--- src/rtl/wrlvl_pkg.sv ---
// Shared types for the write leveling engine.
// Assumes: consumers import this package before declaring state registers.
package wrlvl_pkg;
    typedef enum logic [2:0] {
        SQ_IDLE,
        SQ_WAIT_RDY,
        SQ_REQ,
        SQ_WAIT_DONE,
        SQ_CHECK
    } seq_state_t;

    localparam logic [1:0] MODE_OFF   = 2'b00;
    localparam logic [1:0] MODE_WRLVL = 2'b01;
endpackage

--- src/rtl/wrlvl_seq.sv ---
// Handshake sequencer: runs the ready / request / done loop toward the PHY
// and issues a clear at run start and a sample strobe per finished request.
// Assumes: phy_done is only meaningful after a request has been sent.
module wrlvl_seq
    import wrlvl_pkg::*;
(
    input  logic       clk,
    input  logic       rst_n,
    input  logic       start,
    input  logic       phy_ready,
    input  logic       phy_done,
    input  logic       all_done,
    output logic [1:0] lvl_mode,
    output logic       lvl_req,
    output logic       busy,
    output logic       complete,
    output logic       clr,
    output logic       sample
);
    seq_state_t state_q, state_d;
    logic       complete_q;

    assign clr      = (state_q == SQ_IDLE) && start;
    assign sample   = (state_q == SQ_WAIT_DONE) && phy_done;
    assign lvl_req  = (state_q == SQ_REQ);
    assign busy     = (state_q != SQ_IDLE);
    assign lvl_mode = busy ? MODE_WRLVL : MODE_OFF;
    assign complete = complete_q;

    // Next-state selection for the handshake loop.
    always_comb begin
        state_d = state_q;
        case (state_q)
            SQ_IDLE:      if (start) state_d = SQ_WAIT_RDY;
            SQ_WAIT_RDY:  if (phy_ready) state_d = SQ_REQ;
            SQ_REQ:       state_d = SQ_WAIT_DONE;
            SQ_WAIT_DONE: if (phy_done) state_d = SQ_CHECK;
            SQ_CHECK:     state_d = all_done ? SQ_IDLE : SQ_WAIT_RDY;
            default:      state_d = SQ_IDLE;
        endcase
    end

    // State and completion flag registers.
    always_ff @(posedge clk) begin
        if (!rst_n) begin
            state_q    <= SQ_IDLE;
            complete_q <= 1'b0;
        end else begin
            state_q <= state_d;
            if (clr)
                complete_q <= 1'b0;
            else if (state_q == SQ_CHECK && all_done)
                complete_q <= 1'b1;
        end
    end

    AST_REQ_AFTER_READY: assert property (@(posedge clk) disable iff (!rst_n)
        $rose(lvl_req) |-> $past(phy_ready));
    AST_REQ_ONE_CYCLE: assert property (@(posedge clk) disable iff (!rst_n)
        lvl_req |=> !lvl_req);
    AST_MODE_WHILE_BUSY: assert property (@(posedge clk) disable iff (!rst_n)
        busy |-> lvl_mode == MODE_WRLVL);
    AST_MODE_OFF_AT_END: assert property (@(posedge clk) disable iff (!rst_n)
        $rose(complete) |-> (lvl_mode == MODE_OFF && !busy));
endmodule

--- src/rtl/wrlvl_lane.sv ---
// One byte lane's linear delay search plus its derived delay settings.
// Assumes: clr and sample never coincide; sample arrives once per request.
module wrlvl_lane #(
    parameter int DLY_W = 7
) (
    input  logic             clk,
    input  logic             rst_n,
    input  logic             clr,
    input  logic             sample,
    input  logic             resp,
    output logic [DLY_W-1:0] dly,
    output logic             done,
    output logic             err,
    output logic             tout,
    output logic             dqs_lt_half,
    output logic [DLY_W-1:0] wr_dly,
    output logic             wr_lt_half
);
    localparam logic [DLY_W-1:0] DLY_MAX = {DLY_W{1'b1}};
    localparam logic [DLY_W-1:0] HALF    = DLY_W'(1) << (DLY_W - 1);
    localparam logic [DLY_W-1:0] QTR     = DLY_W'(1) << (DLY_W - 2);
    localparam logic [DLY_W-1:0] THREEQ  = HALF + QTR;

    logic             active_q, first_q, err_q, tout_q;
    logic [DLY_W-1:0] dly_q;

    // Search step: clear on run start, then step or stop on each sample.
    always_ff @(posedge clk) begin
        if (!rst_n) begin
            active_q <= 1'b0;
            first_q  <= 1'b0;
            err_q    <= 1'b0;
            tout_q   <= 1'b0;
            dly_q    <= '0;
        end else if (clr) begin
            active_q <= 1'b1;
            first_q  <= 1'b1;
            err_q    <= 1'b0;
            tout_q   <= 1'b0;
            dly_q    <= '0;
        end else if (sample && active_q) begin
            first_q <= 1'b0;
            if (resp) begin
                active_q <= 1'b0;
                err_q    <= first_q;
            end else if (dly_q == DLY_MAX) begin
                active_q <= 1'b0;
                tout_q   <= 1'b1;
            end else begin
                dly_q <= dly_q + 1'b1;
            end
        end
    end

    // Derived settings: quarter-cycle earlier data delay with wrap.
    always_comb begin
        wr_dly      = (dly_q > QTR) ? dly_q - QTR : dly_q + THREEQ;
        dqs_lt_half = dly_q < HALF;
        wr_lt_half  = wr_dly < HALF;
    end

    assign dly  = dly_q;
    assign done = !active_q;
    assign err  = err_q;
    assign tout = tout_q;

    AST_STEP_BY_ONE: assert property (@(posedge clk) disable iff (!rst_n)
        (sample && active_q && !resp && dly_q != DLY_MAX && !clr)
        |=> dly_q == $past(dly_q) + 1'b1);
    AST_HOLD_WHEN_DONE: assert property (@(posedge clk) disable iff (!rst_n)
        (!active_q && !clr) |=> $stable(dly_q));
    AST_ERR_TOUT_EXCL: assert property (@(posedge clk) disable iff (!rst_n)
        !(err_q && tout_q));
    AST_TOUT_AT_MAX: assert property (@(posedge clk) disable iff (!rst_n)
        tout_q |-> dly_q == DLY_MAX);
endmodule

--- src/rtl/wrlvl_engine.sv ---
// Top of the write leveling engine: one sequencer shared by N_LANES
// independent lane searches, with the outputs packed per lane.
// Assumes: phy_resp is stable whenever phy_done is high.
module wrlvl_engine #(
    parameter int N_LANES = 9,
    parameter int DLY_W   = 7
) (
    input  logic                     clk,
    input  logic                     rst_n,
    input  logic                     start,
    input  logic                     phy_ready,
    input  logic                     phy_done,
    input  logic [N_LANES-1:0]       phy_resp,
    output logic [1:0]               lvl_mode,
    output logic                     lvl_req,
    output logic                     busy,
    output logic                     complete,
    output logic [N_LANES*DLY_W-1:0] dqs_dly,
    output logic [N_LANES-1:0]       dqs_lt_half,
    output logic [N_LANES*DLY_W-1:0] wrdata_dly,
    output logic [N_LANES-1:0]       wrdata_lt_half,
    output logic [N_LANES-1:0]       lvl_err,
    output logic [N_LANES-1:0]       lvl_tout
);
    logic                clr, sample;
    logic [N_LANES-1:0]  lane_done;

    wrlvl_seq u_seq (
        .clk       (clk),
        .rst_n     (rst_n),
        .start     (start),
        .phy_ready (phy_ready),
        .phy_done  (phy_done),
        .all_done  (&lane_done),
        .lvl_mode  (lvl_mode),
        .lvl_req   (lvl_req),
        .busy      (busy),
        .complete  (complete),
        .clr       (clr),
        .sample    (sample)
    );

    for (genvar i = 0; i < N_LANES; i++) begin : g_lane
        wrlvl_lane #(.DLY_W(DLY_W)) u_lane (
            .clk         (clk),
            .rst_n       (rst_n),
            .clr         (clr),
            .sample      (sample),
            .resp        (phy_resp[i]),
            .dly         (dqs_dly[i*DLY_W +: DLY_W]),
            .done        (lane_done[i]),
            .err         (lvl_err[i]),
            .tout        (lvl_tout[i]),
            .dqs_lt_half (dqs_lt_half[i]),
            .wr_dly      (wrdata_dly[i*DLY_W +: DLY_W]),
            .wr_lt_half  (wrdata_lt_half[i])
        );
    end
endmodule

--- config.mk ---
export PLATFORM = sky130hd
export DESIGN_NAME = wrlvl_engine
export DESIGN_NICKNAME = d
export VERILOG_FILES = /design/src/rtl/wrlvl_pkg.sv /design/src/rtl/wrlvl_seq.sv /design/src/rtl/wrlvl_lane.sv /design/src/rtl/wrlvl_engine.sv
export SDC_FILE = /design/constraint.sdc
export NUM_CORES = 1
export LEC_CHECK = 0
export ABC_AREA = 0
export BUFFER_PORTS_ARGS = -buffer_cell sky130_fd_sc_hd__buf_2
export CORE_UTILIZATION = 51
export CTS_CLUSTER_DIAMETER = 120
export DETAILED_ROUTE_END_ITERATION = 7
export PLACE_DENSITY = 0.77
export SLEW_MARGIN = 20
export SYNTH_ARGS = -nofsm -noshare
export SYNTH_HDL_FRONTEND = slang
export SYNTH_SLANG_ARGS = --single-unit
--- constraint.sdc ---
create_clock -name clk -period 2.1 [get_ports clk]
set_input_delay 0.21 -clock clk [delete_from_list [all_inputs] [get_ports clk]]
set_output_delay 0.21 -clock clk [all_outputs]
set_load 0.005 [all_outputs]
==> flow_results.org, run 1 <==
** Power and ir drop
- In this run the power density over the cells is 594 nW/um2.
- Peak supply drop :: ~0.55 mV
- Static Leakage :: roughly 2.7 nW
- The design draws 3.68 mW.

** Routing
- In this run the remaining antenna-violating nets after routing total 0.
- Wires add up to 11700 um.
- Dividing the detail-routed wire length by the instance count gives 13.3 um.
- Via Count :: between 4000 and 5000
- For this block, the initial DRC count from the detailed router was ~250.
- The first detailed-routing pass took 4 iterations.
- Number of remaining DRC errors :: 0
- After detailed routing, the number of vias per cell comes to about 5.4.

** Finish
- Most frequent cells in the layout :: sky130_fd_sc_hd__buf_2 (179), sky130_fd_sc_hd__dfxtp_1 (103), sky130_fd_sc_hd__nor2_1 (74), sky130_fd_sc_hd__a21oi_1 (45), sky130_fd_sc_hd__inv_1 (37)
- Final #Nets :: roughly 780
- Final core area utilization :: 0.594
- Non-filler cells in the finished layout :: approximately 900
- Antenna fix cells :: 0
- Leaving out fill and tap cells, the most frequent cell in the layout is sky130_fd_sc_hd__buf_2.
- Of the cells placed in the final design, the portion with a size suffix greater than 1 is 0.318.
- Final instance area :: slightly above 6000 um2
- The area growth from synthesis to layout is 12.1%.

** Placed design
- Summed over all nets, the half-perimeter wirelength after detailed placement is 8630 um.
- In this run the tool buffered the top-level ports with 179 buffer cells.
- In this run the cell area measured after placement is between 5000 and 6000 um2.
- At the end of routability-driven placement, the weighted congestion stood at around 0.8.
- Post-placement setup slack :: 0.239 ns
- Cell Count Post-Placement :: 863

** Synth
- Of the synthesized area, sequential elements account for 0.374.
- Cell area after technology mapping :: between 5000 and 6000 um2
- Of the total synthesized cell area, the portion taken by AND, OR, NAND and NOR gates is 0.191.
- In the synthesized netlist, the number of instances is approximately 640.
- Adder-Cell Fraction of Synth Area :: 0.0612
- Dominant register cell in the synthesized netlist :: sky130_fd_sc_hd__dfxtp_1
- Of the total synthesized cell area, the portion taken by XOR and XNOR cells is 0.0286.
- Share of the synthesized area in compound gates (AO/OA/AOI/OAI) :: 0.152
- Counting flops and latches in the post-synthesis netlist gives 103.
- Counting flops with a built-in enable in the synthesized netlist gives 0.
- Of all flip-flops after synthesis, the portion carrying an async set or reset was 0.
- Combinational family with the most area after synthesis :: simple AND/OR/NAND/NOR gates
- Mean post-synth cell area :: between 8 and 9 um2
- Number of unique standard cell types used by synthesis :: 47
- Mapped Nets :: around 700
- Of the post-synthesis cell area, the part taken by muxes is 0.0308.
- For this run, the number of Yosys warnings is 0.

** CTS
- Clk slew on worst S/H paths :: 0.10 ns
- The H-tree was split into 3 levels.
- Number of buffers inserted by hold repair at cts :: 0
- Master cell of the clock root buffer :: sky130_fd_sc_hd__clkbuf_8
- Clock latency on the worst-skew pair, taken at its later pin, is around 0.36 ns.
- Once the clock tree was built, the setup fixing pass inserted 0 buffers.
- The clock net in this run drives a total of ~100 sinks.
- TritonCTS built the clock tree.
- Number of clock buffers inserted by TritonCTS :: 9
- The clock passes through at most 2 buffers.
- Quantity of gates resized following cts :: 0

** Global routing
- The via count of the first global-routing pass was approximately 4200.
- Global-route wire length before repair :: between 15000 and 20000 um
- Overall routing resource usage :: 0.210
- Largest net degree at the start of global routing :: 44
- After global routing the overflow that remains totals 0.
- Initial antenna violation count :: 0

** Timing
- Total negative slack for setup checks :: 0 ns
- At the pin with the least slew margin, the transition time is approximately 0.51 ns.
- Number of failing hold endpoints at the final stage :: 0
- Fin crit share :: 0.893
- Worst hold margin :: approximately 0.18 ns
- The worst pin sits at a relative slew slack of 0.654.
- Max-slew violation count :: 0
- Minimum clock period :: about 1.9 ns
- Final setup violating endpoints :: 0
- Setup slack on the critical path of the routed design comes to around 0.22 ns.
- Clock skew on the completed layout was measured at 0.0161 ns.
- Setup repair after global routing left no endpoint under its margin.
- Static timing analysis puts the maximum clock frequency at ~0.53 GHz.

** Min path
- Path type of the worst min-delay path :: input port to flip-flop
- Count of cells along the worst hold path :: 2

** Die
- The floorplan has 37 rows.
- Initial core utilization :: 0.530
- Height of the die :: 106 um
- Chip width :: 106 um
- Core Area :: between 10000 and 15000 um2
- Die footprint :: 11200 um2
- Ports placed on the boundary :: 181

** Worst setup path
- The largest individual stage delay along the critical path comes from the cell sky130_fd_sc_hd__or4_1.
- The worst register-to-register path has a depth of 5.
- By startpoint and endpoint, the worst setup path is classified as flip-flop to flip-flop.
- Data arrival time at the worst-slack endpoint :: approximately 2.2 ns
- Critical path data required time :: ~2.4 ns
- Maximum net fanout on the critical path :: 24
- Setup crit end kind :: flip-flop
- STA classifies the critical path startpoint as a flip-flop.
- Walking the worst path, the cells encountered are and4b_2 > buf_4 > o211ai_4 > or4_1 > a21oi_1.
- Max incr delay on CP :: roughly 0.53 ns

** Outcome
- Status :: finished, final reports clean

** Flow run
- The tool flagged a number of max-cap violations equal to 0.
==> kinds of logic after synthesis <==
kind of cell / count (synthesis)
xor+xnor: 18
fa+ha+maj: 27
compound gates: 121
flops: 103
other cells: 1
simple gates: 212
mux: 17
buf+inv: 143
==> state kept, by name (all words and copies together) (netlist names) <==
signal / flops
u_seq.complete: 1
g_lane.u_lane.tout: 9
g_lane.u_lane.dly: 63
g_lane.u_lane.first_q: 9
u_seq.state_q: 3
g_lane.u_lane.err: 9
g_lane.u_lane.active_q: 9
==> synth_stat cells (3+ instances only) <==
library cell	number	area, um2
sky130_fd_sc_hd__a21oi_1	45	225
sky130_fd_sc_hd__or3_1	15	93.8
sky130_fd_sc_hd__buf_2	7	35.0
sky130_fd_sc_hd__inv_1	37	139
sky130_fd_sc_hd__o21ai_0	22	110
sky130_fd_sc_hd__nor3_1	3	15.0
sky130_fd_sc_hd__o211ai_4	4	85.1
sky130_fd_sc_hd__a31oi_1	6	37.5
sky130_fd_sc_hd__o31ai_1	12	90.1
sky130_fd_sc_hd__nand2b_1	3	18.8
sky130_fd_sc_hd__or4_1	14	105
sky130_fd_sc_hd__nor2_1	74	278
sky130_fd_sc_hd__clkbuf_1	12	45.0
sky130_fd_sc_hd__nor4_1	5	31.3
sky130_fd_sc_hd__o211ai_1	3	22.5
sky130_fd_sc_hd__a31o_2	9	78.8
sky130_fd_sc_hd__o41ai_1	3	26.3
sky130_fd_sc_hd__or2_2	9	56.3
sky130_fd_sc_hd__mux2i_1	17	170
sky130_fd_sc_hd__nor2b_1	8	50.1
sky130_fd_sc_hd__nand2_1	31	116
sky130_fd_sc_hd__xor2_1	13	114
sky130_fd_sc_hd__dfxtp_1	103	2060
sky130_fd_sc_hd__nand3_1	34	170
sky130_fd_sc_hd__and3_1	5	31.3
sky130_fd_sc_hd__ha_1	27	338
sky130_fd_sc_hd__xnor2_1	5	43.8
sky130_fd_sc_hd__o2111ai_1	9	78.8
sky130_fd_sc_hd__buf_4	84	631
==> per-layer routing <==
layer	vias to the layer above	global-route usage	wire length (um)
met5	-	0	0
met4	0	0.0387	53
met3	4	0.0564	674
met2	172	0.373	5760
met1	2197	0.255	5170
li1	2330	-	-
==> area by class of cell <==
| cell class | count | area (um2) |
|---|---|---|
| inverter | 37 | 139 |
| sequential | 103 | 2060 |
| tap | 136 | 170 |
| clock buffer | 10 | 138 |
| clock inverter | 6 | 92.6 |
| multi-input combinational | 396 | 2570 |
| timing repair buffer | 191 | 1010 |
| fill | 948 | 4230 |
==> critical path, delay by kind of cell, from the launching register on <==
kind                   cells  cell delay, ns
AO/OA/AOI/OAI              2            0.35
buffers and inverters      1            0.29
AND/OR/NAND/NOR            2            0.81
flip-flops                 1            0.35
==> final timing paths <==
| kind | from | to | slack, ns |
|---|---|---|---|
| worst min-delay path | start | u_seq.state_q[0] | 0.18 |
| worst max register to register | u_seq.state_q[0] | g_lane[1].u_lane.dly[3] | 0.22 |
| worst min register to register | g_lane[5].u_lane.tout | g_lane[5].u_lane.tout | 0.47 |
| worst max-delay path | u_seq.state_q[0] | g_lane[1].u_lane.dly[3] | 0.22 |
==> power breakdown <==
group	switching (mW)	internal (mW)
clock network	0.682	0.710
registers	0.0432	2.00
logic	0.145	0.0989
Power figures use the tool's default switching activity.
==> inputs of run 2 (changes only) <==
CELL_PAD_IN_SITES_DETAIL_PLACEMENT = 1   (was default)
CELL_PAD_IN_SITES_GLOBAL_PLACEMENT = 1   (was default)
CORE_UTILIZATION = 37   (was 51)
clock period = 1.9 ns   (was 2.1 ns; I/O delays follow)
==> run 2 against run 1 <==
Compared with the run above: die area increased by 37%; count of clock-buffer cells in the layout increased by 1; flip-flop and latch count unchanged; largest cell class unchanged.
==> flow_results.org, run 2 (synthesis gave the netlist of run 1 again) <==
** Outcome
- The run finished with clean final reports.

** Global routing
- Largest net degree at the start of global routing :: 53 (+20%)
- The global route total overflow was 0 (unchanged).
- The initial antenna violation count was 0 (unchanged).
- Via count of the first global-routing pass :: 4566 (+8.5%)
- Overall routing resource usage :: 0.182 (-0.0275)
- Global-route wire length before repair :: 21900 um (+13%)

** Timing
- The clock tree skew after final layout was 0.00632 ns (-0.00978 ns).
- Minimum clock period :: 1.80 ns (-0.0804 ns)
- RSZ-0062 raised after global routing :: no
- Fin crit share :: 0.945 (+0.0517)
- The count of pins over their slew limit is 0 (unchanged).
- The setup-violating endpoint count in the final report was 0 (unchanged).
- Total negative slack for setup checks :: 0 ns (unchanged)
- The number of failing hold endpoints at the final stage is 0 (unchanged).
- The fmax is 0.557 GHz (+4.5%).

** Placed design
- Detailed Place HPWL :: 10300 um (+19%)
- I/O Buffers :: 179 (unchanged)
- The cell total after placement came to 918 (+6.4%).
- Final weighted congestion in routability-driven placement :: 0.773 (-2.8%)

** Die
- Height of the die :: 124 um (+17%)
- Chip width :: 124 um (+17%)
- The number of I/O pins is 181 (unchanged).
- Core Area :: 14500 um2 (+40%)
- Row cnt :: 44 (+19%)
- Initial core utilization :: 0.380 (-0.150)
- The die footprint came to 15400 um2 (+37%).

** Power and ir drop
- Static Leakage :: 2.80 nW (+3.3%)
- The peak supply drop is 0.412 mV (-25%).
- The power per cell area came to 680 nW/um2 (+14%).

** Finish
- Non-filler cells in the finished layout :: 939 (+6.8%)
- Max FFs per register :: 63 (unchanged)
- Total of fill cells in the finished design :: 1804 (+90%)
- Leaving out fill and tap cells, the most frequent cell in the layout is sky130_fd_sc_hd__buf_2.
- Final #Nets :: 791 (+1.5%)
- Antenna fix cells :: 0 (unchanged)
- The area growth from synthesis to layout is 16.3%.
- Most frequent cells in the layout :: sky130_fd_sc_hd__buf_2 (179), sky130_fd_sc_hd__dfxtp_1 (102), sky130_fd_sc_hd__nor2_1 (74), sky130_fd_sc_hd__a21oi_1 (45), sky130_fd_sc_hd__inv_1 (37)
- The fraction of layout cells with a size suffix above 1 is 0.331 (+0.0135).

** CTS
- The number of clock buffers inserted by TritonCTS was 9 (unchanged).
- The number of sinks handled by clock tree synthesis was 103 (unchanged).
- TritonCTS clock tree :: done
- The number of buffers added to fix hold violations after cts came to 0 (unchanged).
- Clock H-tree levels :: 3 (unchanged)
- The buffer depth of the longest clock path was 2 (unchanged).
- Master cell of the clock root buffer :: sky130_fd_sc_hd__clkbuf_16
- Clk slew on worst S/H paths :: 0.07 ns (-0.03 ns)
- The clock insertion delay at the later pin of the skew report came to 0.35 ns (about the same).

** Worst setup path
- In this run the critical register-to-register path is launched from u_seq.state_q[0].
- The kind of cell with the highest combined delay along the critical path is simple AND/OR/NAND/NOR gates.
- Traced cell by cell, the critical path runs through and4b_2 > buf_12 > o2111ai_4 > or4_4 > a21oi_2.
- Launch point of the worst path :: u_seq.state_q[0]
- Among all stages on the critical path, the largest delay is contributed by sky130_fd_sc_hd__or4_4.
- Setup crit end kind :: flip-flop
- Critical path launch point type :: flip-flop
- Max incr delay on CP :: 0.53 ns (about the same)
- Kind of critical path :: flip-flop to flip-flop
- Count of buffer and inverter cells on the critical path :: 1 (unchanged)
- The required time of the critical path was 2.20 ns (-0.19 ns).
- The maximum fanout count along the critical path is 20 (-17%).
- Data arrival time at the worst-slack endpoint :: 2.09 ns (-0.08 ns)

** Flow run
- Max cap viols :: 0 (unchanged)

** Routing
- The number of DRC violations after detailed routing was 0 (unchanged).
- Wirelength, routed :: 14300 um (+22%)
- Final routed wire length divided by cell count :: 15.2 um (+15%)
- DRT antenna net count :: 0 (unchanged)
- The detailed-route via count is 4860 (+3.3%).
- The number of DRC markers after the initial detailed-route iteration is 201 (-20%).
- Number of iterations in the first detailed-routing pass :: 4 (unchanged)
- The detail-routed via count per cell came to 5.18 (-3.3%).

** Min path
- The worst hold path belongs to the class input port to flip-flop.
- Start point of the worst hold path :: start
-- run 2: cell types whose count changed in the layout (fill, tap and decap cells not counted), sizes merged --
cell,before,now
clkinv,1,2
bufinv,2,0
buf,191,202
clkinvlp,2,3
inv,38,37
clkbuf,10,12
-- run 2: where the power goes --
part	switching, mW	internal [mW]	total, mW
sequential	0.0491	2.21	2.26
combinational	0.176	0.127	0.303
clock	0.847	0.956	1.80
total	1.07	3.29	4.36
-- run 2: path summary, 6_finish.rpt --
| kind | depth (start not counted) | slack [ns] | to |
|---|---|---|---|
| min reg2reg | 2 | 0.46 | g_lane[2].u_lane.tout |
| max reg2reg | 5 | 0.10 | g_lane[7].u_lane.dly[5] |
| max | 5 | 0.10 | g_lane[7].u_lane.dly[5] |
| min | 2 | 0.14 | u_seq.state_q[0] |
-- run 2: cell type report --
cell class | count | area (um2) | share of cell area
Multi-Input combinational cell | 396 | 2580 | 0.402
Timing Repair Buffer | 203 | 1120 | 0.174
Clock inverter | 5 | 32.5 | 0.00507
Clock buffer | 11 | 253 | 0.0394
Inverter | 37 | 139 | 0.0217
Sequential cell | 103 | 2060 | 0.322
Tap cell | 184 | 230 | 0.0359
-- run 2: worst register-to-register path: stages, from the launching register on --
cell and delay, ns:
sky130_fd_sc_hd__dfxtp_2 0.37, sky130_fd_sc_hd__and4b_2 0.32, sky130_fd_sc_hd__buf_12 0.19, sky130_fd_sc_hd__o2111ai_4 0.20
sky130_fd_sc_hd__or4_4 0.53, sky130_fd_sc_hd__a21oi_2 0.13
-- run 2: metal layers --
metal,up-vias,share of wire,track usage
met2,122,0.51,0.327
li1,2355,-,-
met4,0,0.018,0.0811
met1,2367,0.43,0.209
met5,-,0,0
met3,16,0.045,0.0343
-- run 2: per-stage QoR --
step / total power, mW / hold slack [ns] / area [um2] / setup slack [ns] / utilization
after global routing: 4.54 / 0.131 / 6410 / 0.00968 / 0.441
after detailed placement: 2.60 / 0.449 / 6070 / 0.0114 / 0.417
after CTS: 4.42 / 0.126 / 6350 / 0.00732 / 0.437
after global placement: 2.59 / 0.449 / 6070 / 0.0636 / 0.417
final: 4.36 / 0.145 / 6410 / 0.105 / 0.441
after floorplan: 2.48 / 0.363 / 5520 / 0.200 / -
-- run 2: repair_timing --
action	4_1_cts	5_1_grt
endpoints found under the setup margin	0	13
buffers inserted	0	4
resized for setup	0	2
